===== src/rtl/ovc_pkg.sv =====
package ovc_pkg;
  typedef enum logic [1:0] {
    CH_INV_A = 2'd0,
    CH_INV_B = 2'd1,
    CH_USER  = 2'd2,
    CH_DEF   = 2'd3
  } char_e;

  typedef enum logic {
    RM_HOLD  = 1'b0,
    RM_DECAY = 1'b1
  } rst_mode_e;
endpackage


===== src/rtl/ovc_ratio_bin.sv =====
module ovc_ratio_bin #(
  parameter int CUR_W = 12,
  parameter int NBIN  = 8,
  localparam int BIN_W = $clog2(NBIN)
) (
  input  logic [CUR_W-1:0] cur_i,
  input  logic [CUR_W-1:0] lvl_i,
  output logic             above_o,
  output logic [BIN_W-1:0] bin_o
);
  localparam int PW = CUR_W + $clog2(NBIN + 1);

  logic [NBIN-2:0] ge;

  assign above_o = cur_i > lvl_i;

  // ge[k-2]: current at least k times the level
  for (genvar k = 2; k <= NBIN; k++) begin : g_cmp
    logic [PW-1:0] prod;
    assign prod       = PW'(lvl_i) * PW'(k);
    assign ge[k-2]    = PW'(cur_i) >= prod;
  end

  always_comb begin
    bin_o = '0;
    for (int j = 0; j < NBIN - 1; j++) bin_o = bin_o + BIN_W'(ge[j]);
  end
endmodule


===== src/rtl/ovc_rate_lut.sv =====
module ovc_rate_lut import ovc_pkg::*; #(
  parameter int NBIN   = 8,
  parameter int RATE_W = 8,
  localparam int BIN_W = $clog2(NBIN)
) (
  input  char_e                   char_i,
  input  logic [BIN_W-1:0]        bin_i,
  input  logic [NBIN*RATE_W-1:0]  user_rates_i,
  output logic [RATE_W-1:0]       rate_o
);
  logic [RATE_W-1:0] b1;

  assign b1 = RATE_W'(bin_i) + RATE_W'(1);

  always_comb begin
    unique case (char_i)
      CH_INV_A: rate_o = b1;
      CH_INV_B: rate_o = b1 * b1;
      CH_USER:  rate_o = user_rates_i[int'(bin_i)*RATE_W +: RATE_W];
      default:  rate_o = RATE_W'(1);
    endcase
  end
endmodule


===== src/rtl/ovc_phase_timer.sv =====
module ovc_phase_timer #(
  parameter int ACC_W  = 16,
  parameter int DLY_W  = 12,
  parameter int RATE_W = 8,
  parameter int DECAY  = 2
) (
  input  logic              clk_i,
  input  logic              rst_ni,
  input  logic              tick_i,
  input  logic              pu_i,
  input  logic              blk_i,
  input  logic [RATE_W-1:0] rate_i,
  input  logic [ACC_W-1:0]  thr_i,
  input  logic              decay_en_i,
  input  logic              inst_clr_i,
  input  logic [DLY_W-1:0]  rst_dly_i,
  input  logic [DLY_W-1:0]  min_op_i,
  input  logic [DLY_W-1:0]  follow_i,
  output logic              trip_o
);
  logic [ACC_W-1:0] acc_q, acc_inc;
  logic [ACC_W:0]   acc_sum;
  logic [DLY_W-1:0] pu_cnt_q, pu_inc, fol_cnt_q, rst_cnt_q, rst_inc;
  logic             trip_q, done;

  assign acc_sum = {1'b0, acc_q} + (ACC_W+1)'(rate_i);
  assign acc_inc = acc_sum[ACC_W] ? '1 : acc_sum[ACC_W-1:0];
  assign pu_inc  = (pu_cnt_q == '1) ? pu_cnt_q : pu_cnt_q + 1'b1;
  assign rst_inc = rst_cnt_q + 1'b1;
  assign done    = (acc_inc >= thr_i) && (pu_inc >= min_op_i);

  always_ff @(posedge clk_i or negedge rst_ni) begin
    if (!rst_ni) begin
      acc_q     <= '0;
      pu_cnt_q  <= '0;
      fol_cnt_q <= '0;
      rst_cnt_q <= '0;
      trip_q    <= 1'b0;
    end else if (tick_i) begin
      if (pu_i) begin
        acc_q     <= acc_inc;
        pu_cnt_q  <= pu_inc;
        rst_cnt_q <= '0;
        if (done) begin
          if (fol_cnt_q == follow_i) trip_q <= 1'b1;
          else                       fol_cnt_q <= fol_cnt_q + 1'b1;
        end
      end else begin
        trip_q    <= 1'b0;
        fol_cnt_q <= '0;
        pu_cnt_q  <= '0;
        if (blk_i || inst_clr_i) begin
          acc_q     <= '0;
          rst_cnt_q <= '0;
        end else if (decay_en_i) begin
          acc_q     <= (acc_q > ACC_W'(DECAY)) ? acc_q - ACC_W'(DECAY) : '0;
          rst_cnt_q <= '0;
        end else if (rst_inc >= rst_dly_i) begin
          acc_q     <= '0;
          rst_cnt_q <= '0;
        end else begin
          rst_cnt_q <= rst_inc;
        end
      end
    end
  end

  // drop at once when the phase leaves pickup or is blocked
  assign trip_o = trip_q & pu_i;
endmodule


===== src/rtl/ovc_trip_element.sv =====
module ovc_trip_element import ovc_pkg::*; #(
  parameter int N_PH       = 3,
  parameter int CUR_W      = 12,
  parameter int NBIN       = 8,
  parameter int RATE_W     = 8,
  parameter int MULT_W     = 8,
  parameter int DLY_W      = 12,
  parameter int FS_SHIFT   = 6,
  parameter int DECAY_STEP = 2
) (
  input  logic                   clk_i,
  input  logic                   rst_ni,
  input  logic                   tick_i,
  input  logic [N_PH*CUR_W-1:0]  cur_i,
  input  logic [N_PH-1:0]        inrush_i,
  input  logic                   inhibit_i,
  input  logic                   enable_i,
  input  logic                   inrush_blk_i,
  input  logic [1:0]             char_sel_i,
  input  logic                   rst_mode_i,
  input  logic [CUR_W-1:0]       pickup_lvl_i,
  input  logic [MULT_W-1:0]      tmult_i,
  input  logic [DLY_W-1:0]       dt_delay_i,
  input  logic [DLY_W-1:0]       rst_delay_i,
  input  logic [DLY_W-1:0]       min_op_i,
  input  logic [DLY_W-1:0]       follow_i,
  input  logic [NBIN*RATE_W-1:0] user_rates_i,
  output logic [N_PH-1:0]        pickup_o,
  output logic [N_PH-1:0]        trip_o,
  output logic                   gen_pickup_o
);
  localparam int BIN_W = $clog2(NBIN);
  localparam int INV_W = MULT_W + FS_SHIFT;
  localparam int ACC_W = ((INV_W > DLY_W) ? INV_W : DLY_W) + 2;

  char_e            ch;
  logic             decay_en, inst_clr;
  logic [ACC_W-1:0] thr;

  assign ch       = char_e'(char_sel_i);
  assign decay_en = (rst_mode_i == RM_DECAY) && (ch == CH_INV_B);
  assign inst_clr = (rst_mode_i == RM_DECAY) && (ch != CH_INV_B);
  assign thr      = (ch == CH_DEF) ? ACC_W'(dt_delay_i)
                                   : ACC_W'(tmult_i) << FS_SHIFT;

  for (genvar p = 0; p < N_PH; p++) begin : g_ph
    logic              above, blk;
    logic [BIN_W-1:0]  bin;
    logic [RATE_W-1:0] rate;

    ovc_ratio_bin #(.CUR_W(CUR_W), .NBIN(NBIN)) u_bin (
      .cur_i   (cur_i[p*CUR_W +: CUR_W]),
      .lvl_i   (pickup_lvl_i),
      .above_o (above),
      .bin_o   (bin)
    );

    ovc_rate_lut #(.NBIN(NBIN), .RATE_W(RATE_W)) u_lut (
      .char_i       (ch),
      .bin_i        (bin),
      .user_rates_i (user_rates_i),
      .rate_o       (rate)
    );

    assign blk         = ~enable_i | inhibit_i | (inrush_blk_i & inrush_i[p]);
    assign pickup_o[p] = above & ~blk;

    ovc_phase_timer #(
      .ACC_W(ACC_W), .DLY_W(DLY_W), .RATE_W(RATE_W), .DECAY(DECAY_STEP)
    ) u_tmr (
      .clk_i      (clk_i),
      .rst_ni     (rst_ni),
      .tick_i     (tick_i),
      .pu_i       (pickup_o[p]),
      .blk_i      (blk),
      .rate_i     (rate),
      .thr_i      (thr),
      .decay_en_i (decay_en),
      .inst_clr_i (inst_clr),
      .rst_dly_i  (rst_delay_i),
      .min_op_i   (min_op_i),
      .follow_i   (follow_i),
      .trip_o     (trip_o[p])
    );
  end

  assign gen_pickup_o = |pickup_o;
endmodule


===== config.mk =====
export PLATFORM = sky130hd
export DESIGN_NAME = ovc_trip_element
export DESIGN_NICKNAME = d
export VERILOG_FILES = /design/src/rtl/ovc_pkg.sv /design/src/rtl/ovc_ratio_bin.sv /design/src/rtl/ovc_rate_lut.sv /design/src/rtl/ovc_phase_timer.sv /design/src/rtl/ovc_trip_element.sv
export SDC_FILE = /design/constraint.sdc
export NUM_CORES = 1
export LEC_CHECK = 0
export ABC_CLOCK_PERIOD_IN_PS = 7570
export BUFFER_PORTS_ARGS = -buffer_cell sky130_fd_sc_hd__buf_2
export CAP_MARGIN = 10
export CORE_MARGIN = 3
export CORE_UTILIZATION = 40
export CTS_CLUSTER_SIZE = 10
export DETAILED_ROUTE_END_ITERATION = 10
export HOLD_SLACK_MARGIN = 0.06
export PLACE_DENSITY = 0.58
export SETUP_SLACK_MARGIN = 0.5
export SLEW_MARGIN = 20
export SYNTH_ARGS = -nofsm -noshare
export SYNTH_HDL_FRONTEND = slang
export SYNTH_HIERARCHICAL = 1
export SYNTH_SLANG_ARGS = --single-unit

===== constraint.sdc =====
create_clock -name clk_i -period 7.57 [get_ports clk_i]
set_input_delay 2.271 -clock clk_i [delete_from_list [all_inputs] [get_ports clk_i]]
set_output_delay 2.271 -clock clk_i [all_outputs]
set_load 0.02 [all_outputs]

==> results of run 1 <==
==> cell families (layout without fill, tap and decap cells) <==
logic type	after synthesis	after routing	synth area share (%)
simple gates	1035	1036	18.70
compound gates	953	953	22.16
fa+ha+maj	620	620	28.38
buf+inv	402	1209	5.670
xor+xnor	185	185	5.640
flops	159	159	13.85
mux	94	94	5.552
other cells	4	11	0.05224
==> worst max-delay path by stage <==
stage / slack [ps] / cells after the start / endpoint / from
global placement: -4590 / 42 / g_ph[2].u_tmr/fol_cnt_q[7]$_DFFE_PN0P_ / pickup_lvl_i[0]
floorplan: -3970 / 41 / g_ph[2].u_tmr/fol_cnt_q[10]$_DFFE_PN0P_ / pickup_lvl_i[1]
finish: -4210 / 44 / g_ph[1].u_tmr/fol_cnt_q[9]$_DFFE_PN0P_ / pickup_lvl_i[1]
global route: -4550 / 44 / g_ph[1].u_tmr/fol_cnt_q[0]$_DFFE_PN0P_ / pickup_lvl_i[1]
detailed placement: -4720 / 50 / g_ph[0].u_tmr/fol_cnt_q[0]$_DFFE_PN0P_ / pickup_lvl_i[1]
CTS: -3940 / 43 / g_ph[2].u_tmr/fol_cnt_q[9]$_DFFE_PN0P_ / pickup_lvl_i[1]
==> worst register-to-register path, cell delays in order (launching register included) <==
cell and delay (ps):
dfrtp_1 460, ha_1 220, nand3_1 140, nor3b_1 560, nand2_1 390, nand2_1 220
xnor2_1 90, ha_1 300, nand2_1 50, o21ai_0 180, a21oi_1 130, o32ai_1 730
buf_4 330, a21boi_0 110, a311o_1 330
==> layer usage <==
layer | vias up | share of wire (%) | track usage (%)
met5 | - | 0 | 0
met4 | 0 | 2.4 | 6.007
met3 | 116 | 3.3 | 2.336
met2 | 602 | 49 | 41.49
met1 | 13850 | 46 | 31.23
li1 | 14480 | - | -
==> timing repair <==
item,in CTS,in global routing
resized for setup,169,221
gates cloned,3,0
buffers inserted,24,49
endpoints found under the setup margin,94,94
pin swaps,75,120
==> flip-flops by register name, summed over array words and instances, names as in the netlist <==
register              flops
g_ph.u_tmr/acc_q         48
g_ph.u_tmr/fol_cnt_q     36
g_ph.u_tmr/pu_cnt_q      36
g_ph.u_tmr/rst_cnt_q     36
g_ph.u_tmr/trip_q         3
==> through the flow <==
step	std cells	worst slack, ps	hold WS [ps]
2_1_floorplan	3457	-3971	482.1
3_3_place_gp	5098	-4585	504.1
3_5_place_dp	5098	-4716	511.2
4_1_cts	5156	-3941	526.2
5_1_grt	5206	-4551	564.8
6_report	5207	-4209	524.7
==> cell usage after synthesis, types with 17 or more instances <==
| cell type | n | share of area, % |
|---|---|---|
| o2bb2ai_1 | 34 | 1.0 |
| mux4_1 | 29 | 2.7 |
| o22ai_1 | 28 | 0.61 |
| and3_1 | 67 | 1.5 |
| xor2_1 | 107 | 3.3 |
| or3_1 | 19 | 0.41 |
| buf_2 | 24 | 0.42 |
| nor2_1 | 195 | 2.5 |
| a2111oi_0 | 20 | 0.61 |
| inv_1 | 295 | 3.9 |
| mux2i_1 | 36 | 1.3 |
| fa_1 | 57 | 4.0 |
| a211o_1 | 21 | 0.64 |
| o21a_1 | 54 | 1.4 |
| a22o_1 | 22 | 0.67 |
| a211oi_1 | 29 | 0.76 |
| o21ai_0 | 169 | 2.9 |
| o31ai_1 | 17 | 0.44 |
| a21oi_1 | 238 | 4.1 |
| nand2b_1 | 63 | 1.4 |
| nand2_1 | 238 | 3.1 |
| nand4_1 | 70 | 1.5 |
| nor4_1 | 37 | 0.81 |
| dfrtp_1 | 159 | 14 |
| clkbuf_1 | 60 | 0.78 |
| o21ai_1 | 23 | 0.40 |
| o211ai_1 | 32 | 0.84 |
| xnor2_1 | 78 | 2.4 |
| and2_1 | 30 | 0.65 |
| a31oi_1 | 39 | 0.85 |
| nand3_1 | 110 | 1.9 |
| maj3_2 | 20 | 0.78 |
| nor2b_1 | 50 | 1.1 |
| nor3_1 | 78 | 1.4 |
| ha_1 | 540 | 24 |
| a21o_1 | 86 | 2.2 |
==> final cells by class <==
class / count / area, um2
clock inverters: 10 / 102.6
fillers: 6520 / 32010
diodes: 2 / 5.005
repair buffers: 878 / 6710
flip-flops and latches: 159 / 3979
well taps: 940 / 1176
multi-input cells: 2897 / 25040
clock buffers: 21 / 480.5
inverters: 300 / 1134
==> power by group through the flow <==
stage	clock network, mW	logic [mW]	registers (mW)
4_1_cts	0.907	3.41	0.886
5_1_grt	0.936	3.97	0.890
3_3_place_gp	0	3.25	0.902
2_1_floorplan	0	1.94	0.892
6_report	0.884	3.61	0.888
3_5_place_dp	0	3.28	0.902
==> cells in the final DEF, fill, tap and decap left out, types with 22 or more instances in the layout <==
| cell | count |
|---|---|
| buf_2 | 177 |
| nor4_1 | 36 |
| o21ai_0 | 145 |
| nand2_1 | 222 |
| nor2_1 | 177 |
| a21oi_1 | 201 |
| a21o_1 | 86 |
| maj3_2 | 23 |
| dfrtp_1 | 159 |
| o211ai_1 | 32 |
| nor2b_1 | 48 |
| xor2_1 | 104 |
| a22o_1 | 22 |
| inv_1 | 281 |
| mux2i_1 | 35 |
| nor3_1 | 73 |
| o21ai_1 | 31 |
| and3_1 | 62 |
| nand4_1 | 70 |
| ha_4 | 30 |
| o22ai_1 | 24 |
| mux4_1 | 29 |
| buf_6 | 71 |
| a31oi_1 | 31 |
| fa_1 | 46 |
| nand2b_1 | 60 |
| ha_1 | 504 |
| and2_1 | 23 |
| a21oi_2 | 33 |
| nand3_1 | 99 |
| o21a_1 | 53 |
| buf_4 | 605 |
| o2bb2ai_1 | 32 |
| xnor2_1 | 75 |
==> results.yml, run 1 <==
power:
  power_switching_mw: 2.183
  peakVddDrop_v: 0.0001719
  seq_power_share_pct: 16.5
  switching_share_pct: 40.59
  p_leak_nw: 18.72
  power_frac_comb_pct: 67.1
  p_int_mw: 3.195
  power_mw: 5.379
  pwr_density_cell_nw_per_um2: 139.2
  clkPwrFrac_pct: 16.4
floorplanning:
  std_cell_rows: 97
  start_util_pct: 40.68
  core_um2: 70640
  die_x_um: 274.0
  die_y_um: 274.0
  dieArea_um2: 75080
  pin_count: 187
cells_and_area:
  drive_above_1_share_pct: 30.01
  nNetsFinal: 5030
  fin_area_um2: 38630
  final_core_utilization_pct: 54.69
  area_growth_pct: 34.45
critical_path:
  start_kind: "primary input"
  cp.required_ps: 7910
  crit_path_max_fanout: 6
  worstSetupPathType: "in -> reg"
  r2r-end: "g_ph[2].u_tmr/fol_cnt_q[5]$_DFFE_PN0P_"
  reg2reg_slack_ps: 3240
  crit_buf_inv: 8
  ff2ff_path_depth: 14
  crit_slowest_cell: "fa_2"
  path_delay_family: "adder cells"
  crit_top_cell: "maj3_2"
  r2r_start: "g_ph[2].u_tmr/pu_cnt_q[0]$_DFFE_PN0P_"
  slowest_delay_ps: 660
  critical_path.endpoint_type: "register"
  arrival_ps: 12120
timing:
  finalHoldViolations: 0
  finalMaxSlewViolations: 0
  slew_headroom_pct: 45.83
  setup_viol: 87
  fin_tns_setup_ps: -285800
  fin_ws_ps: -4209
  fin_crit_sh_pct: 155.6
  finalCriticalPeriod_ps: 11780
  fmax_mhz: 84.89
  tightest_slew_ps: 810.1
  finClkSkew_ps: 14.01
  rsz0062_at_grt: "yes"
run_status:
  violations: "negative setup slack"
  outcome: "finished with violations"
yosys:
  synth_edf_count: 0
  syn-cell-area_um2: 28730
  synthCells: 3452
  yosys_warnings: 6
  syn_avg_cell_area_um2: 8.323
  async_flop_share_pct: 100.0
  yosys_most_used_dff: "dfrtp_1"
  yosysSeqAreaShare_pct: 13.85
  ys_ff_latch: 159
  ys_types: 111
hold_path:
  holdCritStartpoint: "g_ph[0].u_tmr/trip_q$_DFFE_PN0P_"
  hp-class: "reg -> reg"
  hold_depth: 2
  min_to: "g_ph[0].u_tmr/trip_q$_DFFE_PN0P_"
drt:
  drc: 0
  finalWirelength_mm: 92.64
  avgViaCountPerCell: 5.578
  dr.pass1.iters: 5
  wl_per_cell_um: 17.79
  postRouteAntennaNets: 0
  via_count: 29050
  drt-initial-drc-count: 1661
placement:
  placed_area_um2: 35570
  hpwlAfterDp_mm: 73.95
  gp_congestion: 0.9145
  io_buffers: 186
clocking:
  cts_sinks: 159
  path_clk_slew_ps: 70
  cts_tree: "done"
  holdBufCountCts: 0
  clk_path_buf_depth: 2
  htree_levels: 4
  cts_buffers: 17
  clockRootBuffer: "clkbuf_16"
  worst_skew_pair.late_latency_ps: 460
global_routing:
  track_usage_pct: 23.72
  overflow: 0
  grt_pass1_wl_mm: 146.0
  grt_max_degree: 70
  antenna_found_initial: 3
  first_global_vias: 27680
run:
  drv_cap: 0
Note: power is estimated with default switching activity, not from simulation.
==> run 2, diff against run 1 <==
Settings changed: MAX_ROUTING_LAYER from default to met4.
==> run 2 against run 1 <==
Effect of this change:
- the run still ends with negative setup slack left
- largest power group unchanged
- register-to-register slack about the same
- hold slack about the same
- first-iteration DRC count decreased by 7.3%
- core utilization decreased by 0.29 points
- clock power about the same
- fmax increased by 0.19%
- wire length decreased by 0.39%
- sequential share of layout area increased by 0.055 points
- sequential power about the same
- via count decreased by 0.55%
- combinational power about the same
- flip-flop and latch count unchanged
==> results.yml, run 2 (synthesis results as in run 1) <==
cells_and_area:
  drive_above_1_share_pct: 29.47
  final_cell_mix: "buf_4 (600), ha_1 (509), inv_1 (285)"
  fillerInstances: 6536
  nNetsFinal: 5020
  area_growth_pct: 33.73
  top_register: "g_ph.u_tmr/acc_q"
  layout_commonest_cell: "buf_4"
  fin_area_um2: 38420
  final_cells: 5198
  largest_reg_flops: 48
  final_core_utilization_pct: 54.39
timing:
  slew_headroom_pct: 45.09
  fmax_mhz: 85.05
  finClkSkew_ps: 14.27
  setup_viol: 88
  rsz0062_at_grt: "yes"
  finalMaxSlewViolations: 0
  whs_ps: 524.8
  finalHoldViolations: 0
  fin_ws_ps: -4188
  finalCriticalPeriod_ps: 11760
  fin_tns_setup_ps: -285080
  fin_crit_sh_pct: 155.3
  tightest_slew_ps: 816.1
critical_path:
  worstSetupPathType: "in -> reg"
  crit_path_max_fanout: 6
  reg2reg_slack_ps: 3230
  arrival_ps: 12100
  slowest_delay_ps: 660
  critical_path.endpoint_type: "register"
  cp.required_ps: 7910
  crit_top_cell: "maj3_2"
  path_delay_family: "adder cells"
  crit_buf_inv: 8
  crit_slowest_cell: "fa_2"
  start_kind: "primary input"
placement:
  hpwlAfterDp_mm: 73.95
  io_buffers: 186
  dp.cells: 5098
  dp_worst_setup_slack_ps: -4716
  placed_area_um2: 35570
  gp_congestion: 0.9304
power:
  p_leak_nw: 18.66
  peakVddDrop_v: 0.0001702
  pwr_density_cell_nw_per_um2: 139.5
  power_mw: 5.360
global_routing:
  overflow: 0
  grt_max_degree: 70
  grt_pass1_wl_mm: 145.9
  track_usage_pct: 24.40
  antenna_found_initial: 3
  first_global_vias: 27710
clocking:
  path_clk_slew_ps: 70
  clk_path_buf_depth: 2
  clockRootBuffer: "clkbuf_16"
  holdBufCountCts: 0
  worst_skew_pair.late_latency_ps: 460
  cts_sinks: 159
  cts_tree: "done"
  cts_buffers: 17
  htree_levels: 4
drt:
  drc: 0
  via_count: 28890
  avgViaCountPerCell: 5.557
  dr.pass1.iters: 5
  drt-initial-drc-count: 1539
  wl_per_cell_um: 17.75
  postRouteAntennaNets: 0
  finalWirelength_mm: 92.28
floorplanning:
  core_um2: 70640
  die_y_um: 274.0
  dieArea_um2: 75080
  die_x_um: 274.0
  std_cell_rows: 97
  pin_count: 187
  start_util_pct: 40.68
run_status:
  violations: "negative setup slack"
  outcome: "finished with violations"
run:
  drv_cap: 0
hold_path:
  hp-class: "reg -> reg"
-- run 2: area by class of cell --
class	count	area (um2)	share of cell area (%)
Antenna cell	3	7.507	0.01954
Sequential cell	159	3979	10.36
Clock inverter	10	102.6	0.2670
Timing Repair Buffer	868	6598	17.17
Tap cell	940	1176	3.061
Clock buffer	21	480.5	1.250
Inverter	300	1129	2.937
Multi-Input combinational cell	2897	24950	64.94
-- run 2: worst reg2reg max path, stage by stage, from the launching register on --
cell      delay, ps
dfrtp_1         460
ha_1            220
nand3_1         140
nor3b_1         580
nand2_1         390
nand2_1         220
xnor2_1         100
ha_1            300
nand2_1          50
o21ai_0         180
a21oi_1         130
o32ai_1         710
buf_4           330
a21boi_0        110
a311o_1         320
-- run 2: routing by layer --
layer / wire length, um / GRT usage, % / up-vias
met3: 3093 / 2.039 / 124
li1: - / - / 14450
met4: 2366 / 6.287 / 0
met5: 0 / - / -
met2: 44740 / 41.55 / 564
met1: 42080 / 31.24 / 13750
-- run 2: worst paths after layout --
| kind | from | to | cells past startpoint |
|---|---|---|---|
| max | pickup_lvl_i[1] | g_ph[1].u_tmr/fol_cnt_q[9]$_DFFE_PN0P_ | 44 |
| min | g_ph[0].u_tmr/trip_q$_DFFE_PN0P_ | g_ph[0].u_tmr/trip_q$_DFFE_PN0P_ | 2 |
| max reg2reg | g_ph[2].u_tmr/pu_cnt_q[0]$_DFFE_PN0P_ | g_ph[2].u_tmr/fol_cnt_q[5]$_DFFE_PN0P_ | 14 |
| min reg2reg | g_ph[0].u_tmr/trip_q$_DFFE_PN0P_ | g_ph[0].u_tmr/trip_q$_DFFE_PN0P_ | 2 |
| max in group asynchronous | rst_ni | g_ph[2].u_tmr/rst_cnt_q[9]$_DFFE_PN0P_ | 2 |
| min in group asynchronous | rst_ni | g_ph[0].u_tmr/pu_cnt_q[0]$_DFFE_PN0P_ | 1 |
-- run 2: timing repair --
| action | in CTS | in global routing |
|---|---|---|
| resized for setup | 169 | 188 |
| endpoints found under the setup margin | 94 | 94 |
| pin swaps | 75 | 120 |
| cloned | 3 | 0 |
| buffers inserted | 24 | 39 |
-- run 2: report_power, final --
group	internal, mW	total [mW]	switching, mW
clock network	0.490	0.882	0.392
logic	1.83	3.59	1.76
registers	0.862	0.888	0.0261
total	3.18	5.36	2.18
==> run 3, diff against run 2 <==
Settings changed: CELL_PAD_IN_SITES_DETAIL_PLACEMENT from default to 2, CELL_PAD_IN_SITES_GLOBAL_PLACEMENT from default to 2, CORE_UTILIZATION 40 to 39, PLACE_DENSITY 0.58 to 0.84, SKIP_LAST_GASP from default to 1.
==> run 3 against run 2 <==
Effect of this change:
- the run now fails in clock tree synthesis (4_1_cts)
- synthesized cell count unchanged
- area after synthesis is the same
==> results.yml, run 3 <==
yosys:
  synth_top_area_cell: "ha_1"
  yosys_warnings: 6
  synth_edf_count: 0
  synth.most_common_cell: "ha_1"
  synth_compound_area_share_pct: 22.16
  yosys-top-cells-area: "ha_1 (24%), dfrtp_1 (14%), a21oi_1 (4.1%), fa_1 (4.0%), inv_1 (3.9%)"
  ys_types: 111
  yosys-top-cells-count: "ha_1 (540), inv_1 (295), a21oi_1 (238), nand2_1 (238), nor2_1 (195)"
  synth_top_family_by_area: "adder cells"
  syn-cell-area_um2: 28730
  syn_avg_cell_area_um2: 8.323
  async_flop_share_pct: 100.0
  muxShareOfSynthArea_pct: 5.552
  synthCells: 3452
  yosys.area_share.simple_pct: 18.70
  synth_adder_area_share_pct: 28.38
  yosysTopAreaCellShare_pct: 23.52
  synth-xor-area-share_pct: 5.640
  yosys_most_used_dff: "dfrtp_1"
  yosysSeqAreaShare_pct: 13.85
  ys_ff_latch: 159
clocking:
  cts.repair.resized: 409
  holdBufCountCts: 0
  post_cts_buffers: 73
  cts_buffers: 17
  clockRootBuffer: "clkbuf_16"
  cts_sinks: 159
  clk_path_buf_depth: 2
  htree_levels: 4
floorplanning:
  std_cell_rows: 98
  die_x_um: 277.4
  pin_count: 187
  die_y_um: 277.4
  start_util_pct: 39.78
placement:
  hpwlAfterDp_mm: 129.2
  io_buffers: 186
  placed_area_um2: 35520
  gp_congestion: 0.9033
  dp_worst_setup_slack_ps: -5907
run_status:
  stop_error: "[ERROR DPL-0033] detailed placement checks failed during check placement."
  outcome: "stopped before the end"
  lastStage: "clock tree synthesis (4_1_cts)"
[run 3: cell counts after synthesis]
No cell type changed its count.
[run 3: cell families after synthesis]
kind of cell / Yosys count
compound gates: 953
xor+xnor: 185
fa+ha+maj: 620
buf+inv: 402
flops: 159
mux: 94
other cells: 4
simple gates: 1035
[run 3: through the flow]
step / util, % / std cells
detailed placement: 49.18 / 5112
global placement: 49.18 / 5112
floorplan: - / 3457
==> run 4, diff against run 3 <==
Settings changed: CELL_PAD_IN_SITES_DETAIL_PLACEMENT 2 to default, CELL_PAD_IN_SITES_GLOBAL_PLACEMENT 2 to default, CORE_UTILIZATION 39 to 25, CTS_CLUSTER_SIZE 10 to default, HOLD_SLACK_MARGIN 0.06 to default, MAX_ROUTING_LAYER met4 to default, PLACE_DENSITY 0.84 to default, PLACE_DENSITY_LB_ADDON from default to 0.15, SETUP_SLACK_MARGIN 0.5 to default.
==> run 4 against run 3 <==
Effect of this change:
- the flow now finishes, with violations (negative setup slack)
==> results.yml, run 4 (synthesis results as in run 1) <==
global_routing:
  use_met3_pct: 3.120
  top_usage_layer: "met2"
  grt_max_degree: 118
  antenna_found_initial: 38
  grt_pass1_wl_mm: 168.0
  grtUsageMet1_pct: 24.13
  overflow: 0
  first_global_vias: 29110
  track_usage_pct: 17.62
  use_met2_pct: 29.20
timing:
  setup_viol: 87
  whs_ps: 525.8
  tightest_slew_ps: 852.3
  fin_ws_ps: -4051
  fin_crit_sh_pct: 153.5
  fmax_mhz: 86.05
  slew_headroom_pct: 42.66
  rsz0062_at_grt: "yes"
  finalCriticalPeriod_ps: 11620
  finClkSkew_ps: 17.35
  finalHoldViolations: 0
  finalMaxSlewViolations: 0
run_status:
  outcome: "finished with violations"
  violations: "negative setup slack"
clocking:
  clockRootBuffer: "clkbuf_16"
  htree_levels: 4
  worst_skew_pair.late_latency_ps: 480
  cts_buffers: 17
  clk_path_buf_depth: 2
  path_clk_slew_ps: 60
  cts_tree: "done"
  cts_sinks: 159
cells_and_area:
  top_register: "g_ph.u_tmr/acc_q"
  final_core_utilization_pct: 35.43
  fillerInstances: 11900
  area_growth_pct: 39.67
  largest_reg_flops: 48
  nNetsFinal: 5094
  final_cell_mix: "buf_4 (657), ha_1 (500), inv_1 (284)"
  final_cells: 5848
  layout_commonest_cell: "buf_4"
  drive_above_1_share_pct: 31.45
floorplanning:
  dieArea_um2: 119000
  pin_count: 187
  core_um2: 113300
  die_y_um: 345.0
  std_cell_rows: 123
  die_x_um: 345.0
  start_util_pct: 25.37
drt:
  drc: 0
  via_count: 29000
  drt-initial-drc-count: 1294
  avgViaCountPerCell: 4.960
  wl_per_cell_um: 18.35
  finalWirelength_mm: 107.3
  dr.pass1.iters: 7
  postRouteAntennaNets: 0
power:
  peakVddDrop_v: 0.0001632
  p_leak_nw: 19.15
  pwr_density_cell_nw_per_um2: 143.4
  power_mw: 5.753
critical_path:
  crit_path_max_fanout: 7
  reg2reg_slack_ps: 3270
  worstSetupPathType: "in -> reg"
  crit_top_cell: "maj3_2"
  start_kind: "primary input"
  arrival_ps: 11980
  critical_path.endpoint_type: "register"
  crit_slowest_cell: "fa_2"
  slowest_delay_ps: 650
  cp.required_ps: 7930
placement:
  dp_worst_setup_slack_ps: -4895
  io_buffers: 186
  hpwlAfterDp_mm: 88.09
  dp.cells: 5706
  gp_congestion: 0.8593
run:
  drv_cap: 0
hold_path:
  hp-class: "reg -> reg"
-- run 4: layout make-up --
cell class	count	area [um2]	share of cell area, %
Sequential cell	159	3979	9.915
Clock inverter	9	112.6	0.2806
Inverter	300	1126	2.806
Tap cell	1500	1877	4.677
Timing Repair Buffer	942	7263	18.10
Clock buffer	20	446.7	1.113
Antenna cell	21	52.55	0.1310
Multi-Input combinational cell	2897	25270	62.98
-- run 4: power breakdown --
group	internal [mW]	switching [mW]
combinational	2.04	1.93
clock	0.490	0.400
sequential	0.862	0.0257
-- run 4: what timing repair did --
action,4_1_cts,5_1_grt
pin swaps,135,125
buffers inserted,71,38
setup endpoints to repair,90,93
cloned,2,1
gates resized for setup,250,164
hold buffers,0,0
-- run 4: per-stage QoR --
stage               instance area (um2)  setup TNS (ps)
detailed placement                36710         -345690
global route                      40090         -302180
CTS                               39040         -271000
finish                            40130         -273170
global placement                  36710         -338550
floorplan                         29170         -265010
-- run 4: path summary, 6_finish.rpt --
path                                                         from                                endpoint  depth (start not counted)
min reg2reg                g_ph[2].u_tmr/rst_cnt_q[8]$_DFFE_PN0P_  g_ph[2].u_tmr/rst_cnt_q[8]$_DFFE_PN0P_                          1
max in group asynchronous                                  rst_ni      g_ph[1].u_tmr/acc_q[7]$_DFFE_PN0P_                          2
min in group asynchronous                                  rst_ni  g_ph[0].u_tmr/rst_cnt_q[2]$_DFFE_PN0P_                          1
max                                               pickup_lvl_i[0]  g_ph[2].u_tmr/fol_cnt_q[7]$_DFFE_PN0P_                         44
min                        g_ph[2].u_tmr/rst_cnt_q[8]$_DFFE_PN0P_  g_ph[2].u_tmr/rst_cnt_q[8]$_DFFE_PN0P_                          1
max reg2reg                    g_ph[0].u_tmr/acc_q[0]$_DFFE_PN0P_  g_ph[0].u_tmr/fol_cnt_q[9]$_DFFE_PN0P_                         19
-- run 4: critical path, delay by kind of cell --
family,cells,cell delay [ps]
simple gates,4,540
buf+inv,6,570
fa+ha+maj,15,4830
compound gates,16,3260
xor+xnor,3,460
-- run 4: metal layers --
layer | routed length [um] | part of all wire (%) | vias to the layer above
met5 | 100 | 0.093 | -
met4 | 1307 | 1.2 | 16
met3 | 4666 | 4.3 | 83
met2 | 49740 | 46 | 449
met1 | 51510 | 48 | 13840
li1 | - | - | 14610
